<file path="config.mk">
export PLATFORM = sky130hd
export DESIGN_NAME = task_sched
export DESIGN_NICKNAME = d
export VERILOG_FILES = /design/src/rtl/sched_pkg.sv /design/src/rtl/sched_free_find.sv /design/src/rtl/sched_prio_stack.sv /design/src/rtl/sched_wait_slots.sv /design/src/rtl/task_sched.sv
export SDC_FILE = /design/constraint.sdc
export NUM_CORES = 1
export LEC_CHECK = 0
export ABC_AREA = 1
export BUFFER_PORTS_ARGS = -buffer_cell sky130_fd_sc_hd__buf_4
export CAP_MARGIN = 0
export CORE_ASPECT_RATIO = 1.75
export CORE_MARGIN = 1
export CORE_UTILIZATION = 54
export CTS_BUF_LIST = sky130_fd_sc_hd__clkbuf_4
export CTS_CLUSTER_SIZE = 8
export DETAILED_ROUTE_END_ITERATION = 10
export PLACE_DENSITY = 0.71
export SLEW_MARGIN = 10
export SYNTH_ARGS = -nofsm -noshare
export SYNTH_HDL_FRONTEND = slang
export SYNTH_SLANG_ARGS = --single-unit
</file>
<file path="constraint.sdc">
create_clock -name clk -period 29.6 [get_ports clk]
set_clock_uncertainty 0.15 [all_clocks]
set_input_delay 5.92 -clock clk [delete_from_list [all_inputs] [get_ports clk]]
set_output_delay 5.92 -clock clk [all_outputs]
set_load 0.01 [all_outputs]
</file>
<file path="src/rtl/sched_pkg.sv">
package sched_pkg;
  localparam logic [2:0] OP_PAUSE  = 3'd0;
  localparam logic [2:0] OP_RESUME = 3'd1;
  localparam logic [2:0] OP_SPAWN  = 3'd2;
  localparam logic [2:0] OP_EXIT   = 3'd3;
  localparam logic [2:0] OP_GETPID = 3'd4;
  localparam logic [2:0] OP_STATUS = 3'd5;

  localparam logic [7:0] RES_NONE    = 8'hFF;
  localparam logic [7:0] RES_ABORTED = 8'd4;

  typedef enum logic [1:0] {
    ST_FREE    = 2'd0,
    ST_RUN     = 2'd1,
    ST_PARKED  = 2'd2,
    ST_STACKED = 2'd3
  } task_state_e;
endpackage

</file>
<file path="src/rtl/sched_free_find.sv">
module sched_free_find #(
  parameter int N = 8,
  parameter int W = 3
) (
  input  logic [N-1:0] free_i,
  output logic         found_o,
  output logic [W-1:0] idx_o
);
  always_comb begin
    found_o = 1'b0;
    idx_o   = '0;
    for (int i = N - 1; i >= 0; i--) begin
      if (free_i[i]) begin
        found_o = 1'b1;
        idx_o   = W'(i);
      end
    end
  end


  always_comb begin
    if (found_o) begin
      free_pick_chk: assert (free_i[idx_o]);
    end
  end
endmodule

</file>
<file path="src/rtl/sched_prio_stack.sv">
module sched_prio_stack #(
  parameter int DEPTH = 8,
  parameter int ID_W  = 3
) (
  input  logic            clk,
  input  logic            rst_n,
  input  logic            push_i,
  input  logic [ID_W-1:0] push_id_i,
  input  logic            pop_i,
  output logic [ID_W-1:0] top_id_o,
  output logic            empty_o,
  output logic            full_o
);
  localparam int CNT_W = $clog2(DEPTH + 1);
  localparam int IDX_W = (DEPTH > 1) ? $clog2(DEPTH) : 1;

  logic [ID_W-1:0]  mem_q [DEPTH];
  logic [CNT_W-1:0] cnt_q, cnt_d;
  logic [CNT_W-1:0] top_cnt;
  logic             wr_en;

  assign empty_o  = (cnt_q == '0);
  assign full_o   = (cnt_q == CNT_W'(DEPTH));
  assign top_cnt  = cnt_q - 1'b1;
  assign top_id_o = mem_q[top_cnt[IDX_W-1:0]];
  assign wr_en    = push_i && !full_o;

  always_comb begin
    cnt_d = cnt_q;
    if (wr_en) begin
      cnt_d = cnt_q + 1'b1;
    end else if (pop_i && !empty_o) begin
      cnt_d = cnt_q - 1'b1;
    end
  end

  always_ff @(posedge clk or negedge rst_n) begin
    if (!rst_n) begin
      cnt_q <= '0;
      for (int i = 0; i < DEPTH; i++) mem_q[i] <= '0;
    end else begin
      cnt_q <= cnt_d;
      if (wr_en) begin
        mem_q[cnt_q[IDX_W-1:0]] <= push_id_i;
      end
    end
  end


  stk_no_overflow_chk: assert property (@(posedge clk) disable iff (!rst_n)
    push_i |-> !full_o);

  stk_no_underflow_chk: assert property (@(posedge clk) disable iff (!rst_n)
    pop_i |-> !empty_o);

  stk_push_grows_chk: assert property (@(posedge clk) disable iff (!rst_n)
    push_i |=> !empty_o && top_id_o == $past(push_id_i));
endmodule

</file>
<file path="src/rtl/sched_wait_slots.sv">
module sched_wait_slots #(
  parameter int NUM_SIG = 16,
  parameter int ID_W    = 3,
  localparam int SIG_W  = $clog2(NUM_SIG)
) (
  input  logic             clk,
  input  logic             rst_n,
  input  logic [SIG_W-1:0] sel_i,
  input  logic             park_i,
  input  logic [ID_W-1:0]  park_id_i,
  input  logic             clr_i,
  output logic             occ_o,
  output logic [ID_W-1:0]  id_o
);
  logic [NUM_SIG-1:0] occ_q;
  logic [ID_W-1:0]    id_q [NUM_SIG];

  for (genvar s = 0; s < NUM_SIG; s++) begin : g_slot
    logic hit;
    assign hit = (sel_i == SIG_W'(s));
    always_ff @(posedge clk or negedge rst_n) begin
      if (!rst_n) begin
        occ_q[s] <= 1'b0;
        id_q[s]  <= '0;
      end else if (park_i && hit) begin
        occ_q[s] <= 1'b1;
        id_q[s]  <= park_id_i;
      end else if (clr_i && hit) begin
        occ_q[s] <= 1'b0;
      end
    end
  end

  assign occ_o = occ_q[sel_i];
  assign id_o  = id_q[sel_i];


  slot_no_double_park_chk: assert property (@(posedge clk) disable iff (!rst_n)
    park_i |-> !occ_o);

  slot_clear_occupied_chk: assert property (@(posedge clk) disable iff (!rst_n)
    clr_i |-> occ_o);

  slot_park_holds_chk: assert property (@(posedge clk) disable iff (!rst_n)
    park_i |=> occ_q[$past(sel_i)]);
endmodule

</file>
<file path="src/rtl/task_sched.sv">
module task_sched
  import sched_pkg::*;
#(
  parameter int NUM_SIG   = 16,
  parameter int NUM_PID   = 8,
  parameter int STK_DEPTH = 8,
  parameter int ADDR_W    = 16,
  parameter logic [ADDR_W-1:0] MAIN_START = 'h0100,
  parameter logic [ADDR_W-1:0] MAIN_EXIT  = 'h0F00,
  localparam int SIG_W = $clog2(NUM_SIG),
  localparam int PID_W = $clog2(NUM_PID),
  localparam int ARG_W = (SIG_W > PID_W) ? SIG_W : PID_W
) (
  input  logic              clk,
  input  logic              rst_n,
  input  logic              cmd_valid_i,
  input  logic [2:0]        cmd_op_i,
  input  logic [ARG_W-1:0]  cmd_arg_i,
  input  logic [ADDR_W-1:0] cmd_pc_i,
  input  logic [ADDR_W-1:0] cmd_addr_i,
  input  logic [ADDR_W-1:0] cmd_exit_i,
  output logic [PID_W-1:0]  cur_pid_o,
  output logic [ADDR_W-1:0] cur_pc_o,
  output logic              idle_o,
  output logic              switch_o,
  output logic [7:0]        result_o,
  output logic              err_o
);
  // reset synchronizer: asserts at once, releases on the clock
  logic rst_meta_q, rst_sync_n;
  always_ff @(posedge clk or negedge rst_n) begin
    if (!rst_n) begin
      rst_meta_q <= 1'b0;
      rst_sync_n <= 1'b0;
    end else begin
      rst_meta_q <= 1'b1;
      rst_sync_n <= rst_meta_q;
    end
  end

  // task state
  logic                cur_valid_q, cur_valid_d;
  logic [PID_W-1:0]    cur_pid_q, cur_pid_d;
  logic [ADDR_W-1:0]   cur_pc_q, cur_pc_d;
  task_state_e         state_q [NUM_PID];
  task_state_e         state_d [NUM_PID];
  logic [NUM_PID-1:0]  abort_q, abort_d;
  logic [ADDR_W-1:0]   pc_q [NUM_PID];
  logic [ADDR_W-1:0]   pc_d [NUM_PID];
  logic [ADDR_W-1:0]   exit_q [NUM_PID];
  logic [ADDR_W-1:0]   exit_d [NUM_PID];
  logic [7:0]          result_q, result_d;
  logic                err_q, err_d;
  logic                sw_q, sw_d;

  // sub-block wiring
  logic               stk_push, stk_pop, stk_empty, stk_full;
  logic [PID_W-1:0]   stk_top;
  logic               slot_park, slot_clr, slot_occ;
  logic [PID_W-1:0]   slot_id;
  logic [NUM_PID-1:0] free_vec;
  logic               free_found;
  logic [PID_W-1:0]   free_idx;
  logic [PID_W-1:0]   arg_pid;
  logic               arg_in_range;
  logic               do_pop;

  assign arg_pid      = cmd_arg_i[PID_W-1:0];
  assign arg_in_range = ({1'b0, cmd_arg_i} < (ARG_W + 1)'(NUM_PID));

  for (genvar p = 0; p < NUM_PID; p++) begin : g_free
    assign free_vec[p] = (state_q[p] == ST_FREE);
  end

  sched_free_find #(.N(NUM_PID), .W(PID_W)) u_free (
    .free_i  (free_vec),
    .found_o (free_found),
    .idx_o   (free_idx)
  );

  sched_prio_stack #(.DEPTH(STK_DEPTH), .ID_W(PID_W)) u_stack (
    .clk       (clk),
    .rst_n     (rst_sync_n),
    .push_i    (stk_push),
    .push_id_i (cur_pid_q),
    .pop_i     (stk_pop),
    .top_id_o  (stk_top),
    .empty_o   (stk_empty),
    .full_o    (stk_full)
  );

  sched_wait_slots #(.NUM_SIG(NUM_SIG), .ID_W(PID_W)) u_slots (
    .clk       (clk),
    .rst_n     (rst_sync_n),
    .sel_i     (cmd_arg_i[SIG_W-1:0]),
    .park_i    (slot_park),
    .park_id_i (cur_pid_q),
    .clr_i     (slot_clr),
    .occ_o     (slot_occ),
    .id_o      (slot_id)
  );

  // next-state logic
  always_comb begin
    cur_valid_d = cur_valid_q;
    cur_pid_d   = cur_pid_q;
    cur_pc_d    = cur_pc_q;
    state_d     = state_q;
    abort_d     = abort_q;
    pc_d        = pc_q;
    exit_d      = exit_q;
    result_d    = result_q;
    err_d       = err_q;
    sw_d        = 1'b0;
    stk_push    = 1'b0;
    stk_pop     = 1'b0;
    slot_park   = 1'b0;
    slot_clr    = 1'b0;
    do_pop      = 1'b0;

    if (cmd_valid_i) begin
      err_d = 1'b0;
      case (cmd_op_i)
        OP_PAUSE: begin
          if (!cur_valid_q || slot_occ) begin
            err_d = 1'b1;
          end else begin
            slot_park          = 1'b1;
            state_d[cur_pid_q] = ST_PARKED;
            pc_d[cur_pid_q]    = cmd_pc_i;
            do_pop             = 1'b1;
          end
        end
        OP_RESUME: begin
          if (!slot_occ || (cur_valid_q && stk_full)) begin
            err_d = 1'b1;
          end else begin
            slot_clr = 1'b1;
            if (cur_valid_q) begin
              stk_push           = 1'b1;
              state_d[cur_pid_q] = ST_STACKED;
              pc_d[cur_pid_q]    = cmd_pc_i;
            end
            cur_valid_d      = 1'b1;
            cur_pid_d        = slot_id;
            state_d[slot_id] = ST_RUN;
            cur_pc_d         = abort_q[slot_id] ? exit_q[slot_id] : pc_q[slot_id];
            sw_d             = 1'b1;
          end
        end
        OP_SPAWN: begin
          if (!free_found) begin
            result_d = RES_NONE;
          end else if (cur_valid_q && stk_full) begin
            err_d = 1'b1;
          end else begin
            if (cur_valid_q) begin
              stk_push           = 1'b1;
              state_d[cur_pid_q] = ST_STACKED;
              pc_d[cur_pid_q]    = cmd_pc_i;
            end
            result_d          = 8'(free_idx);
            state_d[free_idx] = ST_RUN;
            abort_d[free_idx] = 1'b0;
            exit_d[free_idx]  = cmd_exit_i;
            cur_valid_d       = 1'b1;
            cur_pid_d         = free_idx;
            cur_pc_d          = cmd_addr_i;
            sw_d              = 1'b1;
          end
        end
        OP_EXIT: begin
          if (arg_in_range && state_q[arg_pid] != ST_FREE) begin
            if (cur_valid_q && arg_pid == cur_pid_q) begin
              state_d[arg_pid] = ST_FREE;
              abort_d[arg_pid] = 1'b0;
              do_pop           = 1'b1;
            end else begin
              abort_d[arg_pid] = 1'b1;
            end
          end
        end
        OP_GETPID: begin
          result_d = cur_valid_q ? 8'(cur_pid_q) : RES_NONE;
        end
        OP_STATUS: begin
          if (!arg_in_range) begin
            result_d = RES_NONE;
          end else if (abort_q[arg_pid]) begin
            result_d = RES_ABORTED;
          end else begin
            result_d = 8'(state_q[arg_pid]);
          end
        end
        default: begin
        end
      endcase

      if (do_pop) begin
        sw_d = 1'b1;
        if (!stk_empty) begin
          stk_pop          = 1'b1;
          cur_valid_d      = 1'b1;
          cur_pid_d        = stk_top;
          state_d[stk_top] = ST_RUN;
          cur_pc_d         = abort_q[stk_top] ? exit_q[stk_top] : pc_q[stk_top];
        end else begin
          cur_valid_d = 1'b0;
        end
      end
    end
  end

  // registers
  always_ff @(posedge clk or negedge rst_sync_n) begin
    if (!rst_sync_n) begin
      cur_valid_q <= 1'b1;
      cur_pid_q   <= '0;
      cur_pc_q    <= MAIN_START;
      abort_q     <= '0;
      result_q    <= '0;
      err_q       <= 1'b0;
      sw_q        <= 1'b0;
      for (int i = 0; i < NUM_PID; i++) begin
        state_q[i] <= (i == 0) ? ST_RUN : ST_FREE;
        pc_q[i]    <= '0;
        exit_q[i]  <= (i == 0) ? MAIN_EXIT : '0;
      end
    end else begin
      cur_valid_q <= cur_valid_d;
      cur_pid_q   <= cur_pid_d;
      cur_pc_q    <= cur_pc_d;
      abort_q     <= abort_d;
      result_q    <= result_d;
      err_q       <= err_d;
      sw_q        <= sw_d;
      state_q     <= state_d;
      pc_q        <= pc_d;
      exit_q      <= exit_d;
    end
  end

  assign cur_pid_o = cur_pid_q;
  assign cur_pc_o  = cur_pc_q;
  assign idle_o    = !cur_valid_q;
  assign switch_o  = sw_q;
  assign result_o  = result_q;
  assign err_o     = err_q;


  resume_empty_chk: assert property (@(posedge clk) disable iff (!rst_sync_n)
    (cmd_valid_i && cmd_op_i == OP_RESUME && !slot_occ)
      |=> err_o && !switch_o && $stable(cur_pid_o) && $stable(cur_pc_o));

  spawn_none_free_chk: assert property (@(posedge clk) disable iff (!rst_sync_n)
    (cmd_valid_i && cmd_op_i == OP_SPAWN && free_vec == '0)
      |=> result_o == 8'hFF && !switch_o && !err_o);

  pause_conflict_chk: assert property (@(posedge clk) disable iff (!rst_sync_n)
    (cmd_valid_i && cmd_op_i == OP_PAUSE && slot_occ)
      |=> err_o && $stable(cur_pid_o) && $stable(idle_o));

  switch_pulse_chk: assert property (@(posedge clk) disable iff (!rst_sync_n)
    !cmd_valid_i |=> !switch_o && $stable(cur_pid_o) && $stable(cur_pc_o));
endmodule

</file>
==> Word-level counts from Yosys, hierarchy flattened <==
Cells that the tools add are included.
Widths: inputs -> output; s select.
{ "word_totals": {"register_bits": 404, "input_bits": 58, "out_inout_bits": 30, "wordCells": 432} }
{ "classes": {"add_sub_neg": 2, "n_lt_le_gt_ge": 22, "eq_ne": 31, "mux": 185, "bitwise": 29, "n_reduce_logical": 89} }
{ "op_table": {"columns": ["operator", "count"], "rows": [
  ["$mux 128", 5],
  ["$mux 16", 34],
  ["$pmux 128 s3", 1],
  ["$bwmux 128", 2],
  ["$bmux 16 s3", 4],
  ["$demux 16 s3", 2],
  ["$mux 1", 75],
  ["$mux 8", 8],
  ["$pmux 16 s4", 1],
  ["$mux 3", 19],
  ["$and 8x8->8", 6],
  ["$not 8->8", 6],
  ["$logic_and 1x1->1", 45],
  ["$or 8x8->8", 5],
  ["$reduce_bool 2->1", 19],
  ["$eq 4x4->1 const B", 9],
  ["$pmux 16 s2", 1],
  ["$demux 2 s3", 5],
  ["$ge 4x4->1 const B", 7],
  ["$not 3->4", 7],
  ["$bwmux 24", 1],
  ["$lt 4x1->1 const B", 6],
  ["$pmux 8 s3", 1],
  ["$and 16x16->16", 1],
  ["43 further kinds", 88]
]} }

==> Depth between registers and ports, before layout <==
Gate-level depths: netlist of the first run.
{ "depth": {"word_depth": 23, "depth_mapped": 23} }

==> Cells and area by module <==
A second synthesis of the first run with hierarchy kept.
{ "unflattened": {"hier_cells": 3313, "area_unflattened_um2": 22823.1} }
{ "modules_own_cells": {"columns": ["mod", "n_inst", "cells_per_inst", "area_each_um2", "seq_area_each_um2"], "rows": [
  ["task_sched", 1, 2668, 18002.3, 7716.2],
  ["sched_wait_slots", 1, 443, 3195.6, 1601.5],
  ["sched_prio_stack", 1, 180, 1526.5, 700.7],
  ["sched_free_find", 1, 22, 98.8, 0.0]
]} }

==> Worst setup path before layout of the first run <==
Ideal clock, no wire load.
{ "synth_path": {"path_kind": "input to register", "from": "in cmd_arg_i[0]", "to": "reg cur_pc_q[9], in the netlist cur_pc_o[9]", "setup_ns": 0.117, "arrival_time_ns": 7.859, "t_required_ns": 29.333, "setup_slack_ns": 21.475, "path_stages": 19, "n_path_buf": 3, "path_cell_list": "buf_2 > buf_2 > nand2_1 > nand2_1 > nand2_1 > nand2_1 > nand2_1 > nand2_1 > nor2_1 > nor2_1 > nand3_1 > nand2_1 > nor2_2 > buf_2 > nand2_1 > nand3_1 > nand3_1 > nand2_1 > nand2_1"} }
{ "synth_between": {"elab_chain_len": 13, "word_cells_on_any_way": 37, "cone_classes": "order compare: 1; eq/ne: 1; mux: 26; bitwise: 3; reduce/logical: 6"} }
{ "synth_lines": {"columns": ["element", "line_no", "text"], "rows": [
  ["start, declared", "task_sched.sv:18", "input logic [ARG_W-1:0] cmd_arg_i,"],
  ["$not 4->5 (implied by the code)", "sched_wait_slots.sv:35", "assign id_o = id_q[sel_i];"],
  ["$bmux 3 s4", "sched_wait_slots.sv:35", null],
  ["$mux 3 (implied by the code) (2 in a row)", "sched_wait_slots.sv:35", null],
  ["$not 3->4 (implied by the code)", "task_sched.sv:147", "cur_pc_d = abort_q[slot_id] ? exit_q[slot_id] : pc_q[slot_id];"],
  ["$bmux 16 s3", "task_sched.sv:147", null],
  ["$mux 16 (implied by the code) (2 in a row)", "task_sched.sv:147", null],
  ["$mux 16", "task_sched.sv:147", null],
  ["$mux 16", "task_sched.sv:135", "if (!slot_occ || (cur_valid_q && stk_full)) begin"],
  ["$pmux 16 s2", "task_sched.sv:123", "case (cmd_op_i)"],
  ["$mux 16", "task_sched.sv:201", "if (!stk_empty) begin"],
  ["$mux 16 (*)", "task_sched.sv:199", "if (do_pop) begin"],
  ["end signal, assigned", "task_sched.sv:232", "cur_pc_q <= cur_pc_d;"],
  ["end, declared", "task_sched.sv:44", "logic [ADDR_W-1:0] cur_pc_q, cur_pc_d;"]
]} }
Mark *: on every way between the ends. The rest lies on a longest branch, timed or not. The select of a mux whose other input is x is not followed.
A chain may end at the register's enable or synchronous reset.

==> Worst setup path in the final report of the first run <==
{ "layout_path": {"from": "in cmd_arg_i[0]", "to": "reg cur_pc_q[15], in the netlist cur_pc_o[15]"} }
The elaborated chain is that of the path after synthesis.

==> impl_metrics.csv, run 1 <==
group,metric,value,unit
route,avgViaCountPerCell,5.69,
timing,report.final.hold_viol_count,0,
grt,grt_max_degree,171,
synth,synth.top_cells.by_area,"dfrtp_1, nand2_1, o21ai_0",
route,drtAntennaViolNets,0,
placement,routabilityCongestion,1.06,
worst_setup_path,critPathKind,"primary input to flop",
clocking,clockRootBuffer,"clkbuf_4",
clocking,cts_inserted_buffers,99,
timing,slew_violations,0,
synth,yosys.area.top_type_share,42.7,%
clocking,cts_setup_buffers,0,
floorplanning,initial_utilization,55.1,%
power_and_ir_drop,p_per_area,117,nW/um2
timing,hold_ws,60.3,ps
min_path,hp-class,"flop to async pin",
grt,grt.total_usage,37.9,%
clocking,cts_tree,"done",
clocking,hold_buffers,0,
synth,yosys.area_share.simple,29.7,%
synth,synth-edff-count,0,
synth,synth_top_family_by_area,"simple AND/OR/NAND/NOR gates",
power_and_ir_drop,power,2.96,mW
floorplanning,die_h,275,um
flow_run,cap_violations,0,
synth,synth_compound_area_share,18.2,%
grt,grt-ovfl-total,0,
clocking,clock-sinks,400,
timing,finalSetupViolations,0,
synth,ys_types,40,
timing,max_freq,101,MHz
timing,worst_pin_slew,1220,ps
synth,syn_area,23100,um2
worst_setup_path,crit_path_end_kind,"flop",
clocking,cts_resized,0,
grt,antenna_found_initial,1,
synth,synth-xor-area-share,0.114,%
route,drtPass1Iterations,5,
placement,port_buffers,87,
power_and_ir_drop,ir_drop,0.000137,V
worst_setup_path,cp_num_buf_inv,3,
worst_setup_path,cp_max_fo,101,
floorplanning,ioPinCount,88,
synth,yosys_register_bits,400,
timing,tns,0,ps
synth,synth_adder_area_share,0.109,%
clocking,insertion_delay,840,ps
synth,synthTopCellsByCount,"nand2_1, o21ai_0, dfrtp_1",
route,routedWlPerCell,19.6,um
synth,synth_area_leader_cell,"dfrtp_1",
worst_setup_path,required,30160,ps
synth,synthMuxAreaShare,0,%
grt,grt_first_pass_wirelength,125,mm
clocking,clockBufferDepth,3,
final_layout,nets,3511,
clocking,htreeDepth,3,
grt,grt_pass1_vias,22600,
worst_setup_path,critPathArrivalTime,10420,ps
synth,syn_inst,3410,
route,drtIter0Drc,2040,
floorplanning,fp-row-count,99,
synth,syn_area_per_cell,6.76,um2
final_layout,area_delta_synth_final,9.61,%
power_and_ir_drop,p_leak,13.0,nW
worst_setup_path,critical-path-slowest-cell,"nor2_2",
worst_setup_path,setup.worst_path.start_class,"primary input",
timing,rsz0062_at_grt,"no",
worst_setup_path,path_cells,"buf_4 -> inv_2 -> nand2_1 -> nand2_1 -> nand2_1 -> nand2_1 -> nand2_1 -> nand2_1 -> nor2_4 -> buf_4 -> nand2_1 -> nand3_1 -> nand2_1 -> nor2_2 -> nand2_1 -> nand3_1 -> nand3_1 -> nand2_1 -> nand2_1",
synth,yosysWarnings,0,
worst_setup_path,cpPeakStageDelay,880,ps
timing,slew_headroom,18.6,%
worst_setup_path,path_delay_family,"simple AND/OR/NAND/NOR gates",
final_layout,drive_gt1_share,9.91,%
timing,period_share,33.3,%
synth,syn-num-nets,3470,
timing,fin_crit,9860,ps
floorplanning,core,41900,um2
route,vias,23300,
synth,yosysSeqAreaShare,43.5,%
clocking,clk_pin_slew,60,ps
synth,synth.most_common_cell,"nand2_1",
final_layout,fin_util,60.4,%
synth,ys.flop_type,"dfrtp_1",
status,outcome,"finished, final reports clean",
placement,dpl.hpwl,52.6,mm
floorplanning,die_area,43600,um2
route,route.detailed.drc,0,
floorplanning,die_w,158,um
synth,async_flop_share,100,%
worst_setup_path,critPathMostFrequentCell,"nand2_1",
route,routed_wl,80.1,mm
==> state kept, by name (all words and copies together), names as in the netlist, 3 cells and up, named ones only <==
name	cells
u_slots.id_q	48
exit_q	128
pc_q	128
u_stack.cnt_q	4
cur_pid_o	3
state_q	16
u_stack.mem_q	24
cur_pc_o	16
u_slots.occ_q	16
result_o	4
==> cell type report <==
type	count	area (um2)
antenna	1	2.50
fill	4163	16600
inverter	305	1140
sequential	400	10000
clock buffer	143	1070
clock inverter	38	169
multi-input combinational	2514	11200
timing repair buffer	131	996
tap	555	694
==> where the power goes <==
group	total (mW)	leakage (nW)	switching (mW)	internal, mW
Sequential	0.852	5.08	0.138	0.714
Clock	0.462	0.745	0.238	0.224
Combinational	1.64	7.18	1.17	0.474
==> per-stage QoR <==
step | setup WS [ps] | cell area (um2) | std cells
6_report | 19740 | 25300 | 4087
5_1_grt | 19320 | 25300 | 4087
4_1_cts | 19800 | 25300 | 4086
3_5_place_dp | 18980 | 24000 | 3905
3_3_place_gp | 19170 | 24000 | 3905
2_1_floorplan | 17490 | 23100 | 3410
==> worst reg2reg max path, cell delays in order, from the launching register on <==
cell     delay, ps
dfrtp_1        690
inv_1          370
ha_1           540
inv_1          240
nor2_1          70
o21ai_0         80
nand2_1        140
inv_1          110
o21ai_0        260
nor2_2         840
buf_4          540
nand3_1        120
nand2_1        100
nor2_2          30
buf_4          200
inv_1          620
o21ai_0        350
nand3_1        140
nand2_1         70
inv_1           70
nand2_1         40
nand2_1         50
==> cells by family (layout without fill, tap and decap cells) <==
family                     count (synthesis)  after routing
xor gates and xnor gates                   3              3
DFF                                      400            400
adders and majority gates                  2              2
and+or+nand+nor                         1732           1732
buffers and inverters                    496            617
AOI/OAI and AO/OA                        776            776
other                                      1              2
==> cells in the final DEF (no fill, tap or decap), types with 11 or more instances in the layout <==
| cell type | instances |
|---|---|
| a21oi_1 | 64 |
| buf_4 | 130 |
| clkbuf_4 | 143 |
| clkinv_1 | 32 |
| dfrtp_1 | 392 |
| inv_1 | 296 |
| nand2_1 | 1365 |
| nand3_1 | 122 |
| nor2_1 | 158 |
| nor2_2 | 11 |
| nor3_1 | 21 |
| o211ai_1 | 95 |
| o21ai_0 | 574 |
| o22ai_1 | 12 |
| or2_2 | 25 |
==> worst paths after layout <==
check | from | to | slack, ps | depth (start not counted)
max | cmd_arg_i[0] | cur_pc_o[15] | 19740 | 19
min reg2reg | rst_sync_n | exit_q[30] | 60 | 0
max reg2reg | u_stack.cnt_q[0] | cur_pc_o[5] | 23720 | 21
min | rst_sync_n | exit_q[30] | 60 | 0
min in group clk | rst_meta_q | rst_sync_n | 210 | 0
max in group asynchronous | rst_n | rst_sync_n | 24470 | 1
==> layer usage <==
layer	share of wire, %	up-vias	track usage (%)
li1	-	11100	-
met1	37	10900	42.6
met2	48	1013	63.6
met3	6.7	274	6.31
met4	8.1	0	29.6
met5	0	-	0
(Power assumes the default switching activity.)
==> run 2, diff against run 1 <==
- ABC_AREA: 1 -> 0
- PLACE_DENSITY: 0.71 -> 0.74
- clock period: 29.6 -> 8.4 ns (I/O delays scaled with it)
==> impl_metrics.csv, run 2 <==
group,metric,value,unit
final_layout,num-fill-cells,3388,
timing,worst_pin_slew,1340,ps
clocking,cts_tree,"done",
worst_setup_path,critPathKind,"primary input to flop",
synth,syn_inst,2192,
final_layout,layout_common_cells,"nand2_1, dfrtp_1, mux2_2",
route,routed_wl,80.8,mm
worst_setup_path,crit_path_start,"cmd_arg_i[1]",
final_layout,layout_commonest_cell,"nand2_1",
worst_setup_path,critPathCapture,"cur_pc_o[1]",
clocking,clock-sinks,400,
synth,synth-xor-area-share,0.318,%
synth,ys.flop_type,"dfrtp_1",
floorplanning,die_area,41600,um2
worst_setup_path,cp_max_fo,35,
grt,grt_max_degree,159,
route,drtAntennaViolNets,0,
timing,report.final.hold_viol_count,0,
route,vias,19800,
synth,yosys.area.top_type_share,44.6,%
timing,finalSetupViolations,0,
power_and_ir_drop,ir_drop,0.000296,V
clocking,clockBufferDepth,3,
worst_setup_path,r2r_cells,13,
placement,port_buffers,87,
floorplanning,core,40200,um2
route,drtIter0Drc,1972,
clocking,hold_buffers,0,
placement,dpl_cell_area,23100,um2
placement,dpl.hpwl,52.6,mm
floorplanning,ioPinCount,88,
synth,ys_types,78,
synth,yosysWarnings,0,
grt,grt_pass1_vias,20000,
timing,tns,0,ps
route,route.detailed.drc,0,
clocking,cts_setup_buffers,0,
power_and_ir_drop,p_per_area,317,nW/um2
clocking,clockRootBuffer,"clkbuf_4",
grt,grt.total_usage,39.5,%
synth,yosys_register_bits,400,
synth,syn_area,22000,um2
clocking,cts_resized,0,
worst_setup_path,crit_path_end_kind,"flop",
clocking,htreeDepth,3,
placement,place_ws,2060,ps
worst_setup_path,required,8960,ps
status,outcome,"finished, final reports clean",
synth,yosysSeqAreaShare,45.5,%
synth,syn-num-nets,2252,
clocking,insertion_delay,860,ps
floorplanning,initial_utilization,54.8,%
floorplanning,fp-row-count,97,
timing,hold_ws,134,ps
timing,slew_violations,0,
power_and_ir_drop,power,7.73,mW
final_layout,largest_registers,"exit_q (128), pc_q (128), u_slots.id_q (48)",
final_layout,area_delta_synth_final,10.5,%
worst_setup_path,critPathArrivalTime,6560,ps
power_and_ir_drop,p_leak,10.7,nW
worst_setup_path,reg2reg_slack,2670,ps
clocking,cts_inserted_buffers,93,
synth,yosys.area_share.simple,16.1,%
final_layout,final_area,24300,um2
synth,synth-edff-count,0,
worst_setup_path,r2r-end,"cur_pc_o[2]",
final_layout,drive_gt1_share,28.9,%
final_layout,nets,2316,
route,routedWlPerCell,28.1,um
timing,slew_headroom,10.2,%
synth,synth_area_leader_cell,"dfrtp_1",
synth,syn_area_per_cell,10.0,um2
grt,grt-ovfl-total,0,
synth,synth.most_common_cell,"nand2_1",
route,drtPass1Iterations,6,
grt,grt_first_pass_wirelength,122,mm
synth,async_flop_share,100,%
worst_setup_path,crit-reg2reg-launch,"u_stack.cnt_q[0]",
timing,period_share,71.4,%
floorplanning,die_h,269,um
route,avgViaCountPerCell,6.90,
timing,fin_crit,6000,ps
synth,synth_adder_area_share,0.114,%
synth,synth_top_family_by_area,"multiplexers",
clocking,clk_pin_slew,70,ps
placement,routabilityCongestion,1.01,
timing,max_freq,167,MHz
synth,synthMuxAreaShare,22.3,%
synth,synth_compound_area_share,12.3,%
synth,synth.top_cells.by_area,"dfrtp_1, mux2_2, nand2_1",
flow_run,cap_violations,0,
min_path,hp-class,"flop to async pin",
worst_setup_path,setup.worst_path.start_class,"primary input",
floorplanning,die_w,155,um
timing,fin_ws,2400,ps
synth,synthTopCellsByCount,"nand2_1, dfrtp_1, mux2_2",
timing,rsz0062_at_grt,"no",
grt,antenna_found_initial,4,
-- run 2: cell count changes in the layout (fill, tap and decap cells not counted), moves of 17 or more --
cell      delta
a32oi_1     +22
inv_1      -283
mux2_2     +320
mux2i_1     +54
mux4_2      +25
nand2_1    -970
nand4_1     +31
nor2_1      -42
o211ai_1    -74
o21ai_0    -485
o221ai_1    +28
o22ai_1     +34
or2_2       -17
-- run 2: metal layers --
metal  vias to the layer above  global-route usage [%]  routed length [um]
met2                      1429                    62.6               37900
met3                       484                    10.3                8580
li1                       8241                       -                   -
met5                         -                       0                  15
met4                         2                    34.3                7990
met1                      9648                    44.0               26300
-- run 2: kinds of logic (layout without fill, tap and decap cells) --
logic type / count (synthesis) / count (layout)
compound gates: 394 / 394
xor+xnor: 8 / 8
fa+ha+maj: 2 / 2
buf+inv: 179 / 312
flops: 400 / 400
mux: 413 / 413
other cells: 1 / 4
simple gates: 795 / 795
-- run 2: worst max-delay path, cell delays in order --
cell and delay (ps):
buf_4 400, mux4_2 560, mux2i_1 390, mux2_2 680
nor2_1 200, nand2_1 530, o2111ai_2 290, buf_4 330
a211oi_1 1070, a41oi_1 120, o211ai_1 240
-- run 2: metrics by stage --
stage          util, %  std cells
3_5_place_dp      57.6       2705
6_report          60.6       2872
5_1_grt           60.6       2872
4_1_cts           60.6       2869
3_3_place_gp      57.6       2704
2_1_floorplan        -       2192
-- run 2: report_power, final --
group	internal, mW	switching (mW)
logic	1.12	2.03
registers	2.43	0.525
clock network	0.812	0.802
-- run 2: cell type report --
class	count	area [um2]	share of cell area, %
Inverter	14	52.6	0.216
Clock inverter	26	161	0.663
Clock buffer	138	1040	4.26
Timing Repair Buffer	134	1030	4.25
Multi-Input combinational cell	1613	11300	46.6
Antenna cell	3	7.51	0.0308
Sequential cell	400	10000	41.2
Tap cell	544	681	2.80
-- run 2: how the worst min path moves through the flow --
stage,slack (ps),startpoint,endpoint,cells past startpoint
after floorplan,180,rst_meta_q,rst_sync_n,0
after global placement,180,rst_sync_n,pc_q[126],0
after detailed placement,180,rst_sync_n,pc_q[126],0
after CTS,190,rst_sync_n,pc_q[110],0
after global routing,210,rst_sync_n,pc_q[126],0
final,130,rst_sync_n,pc_q[13],0
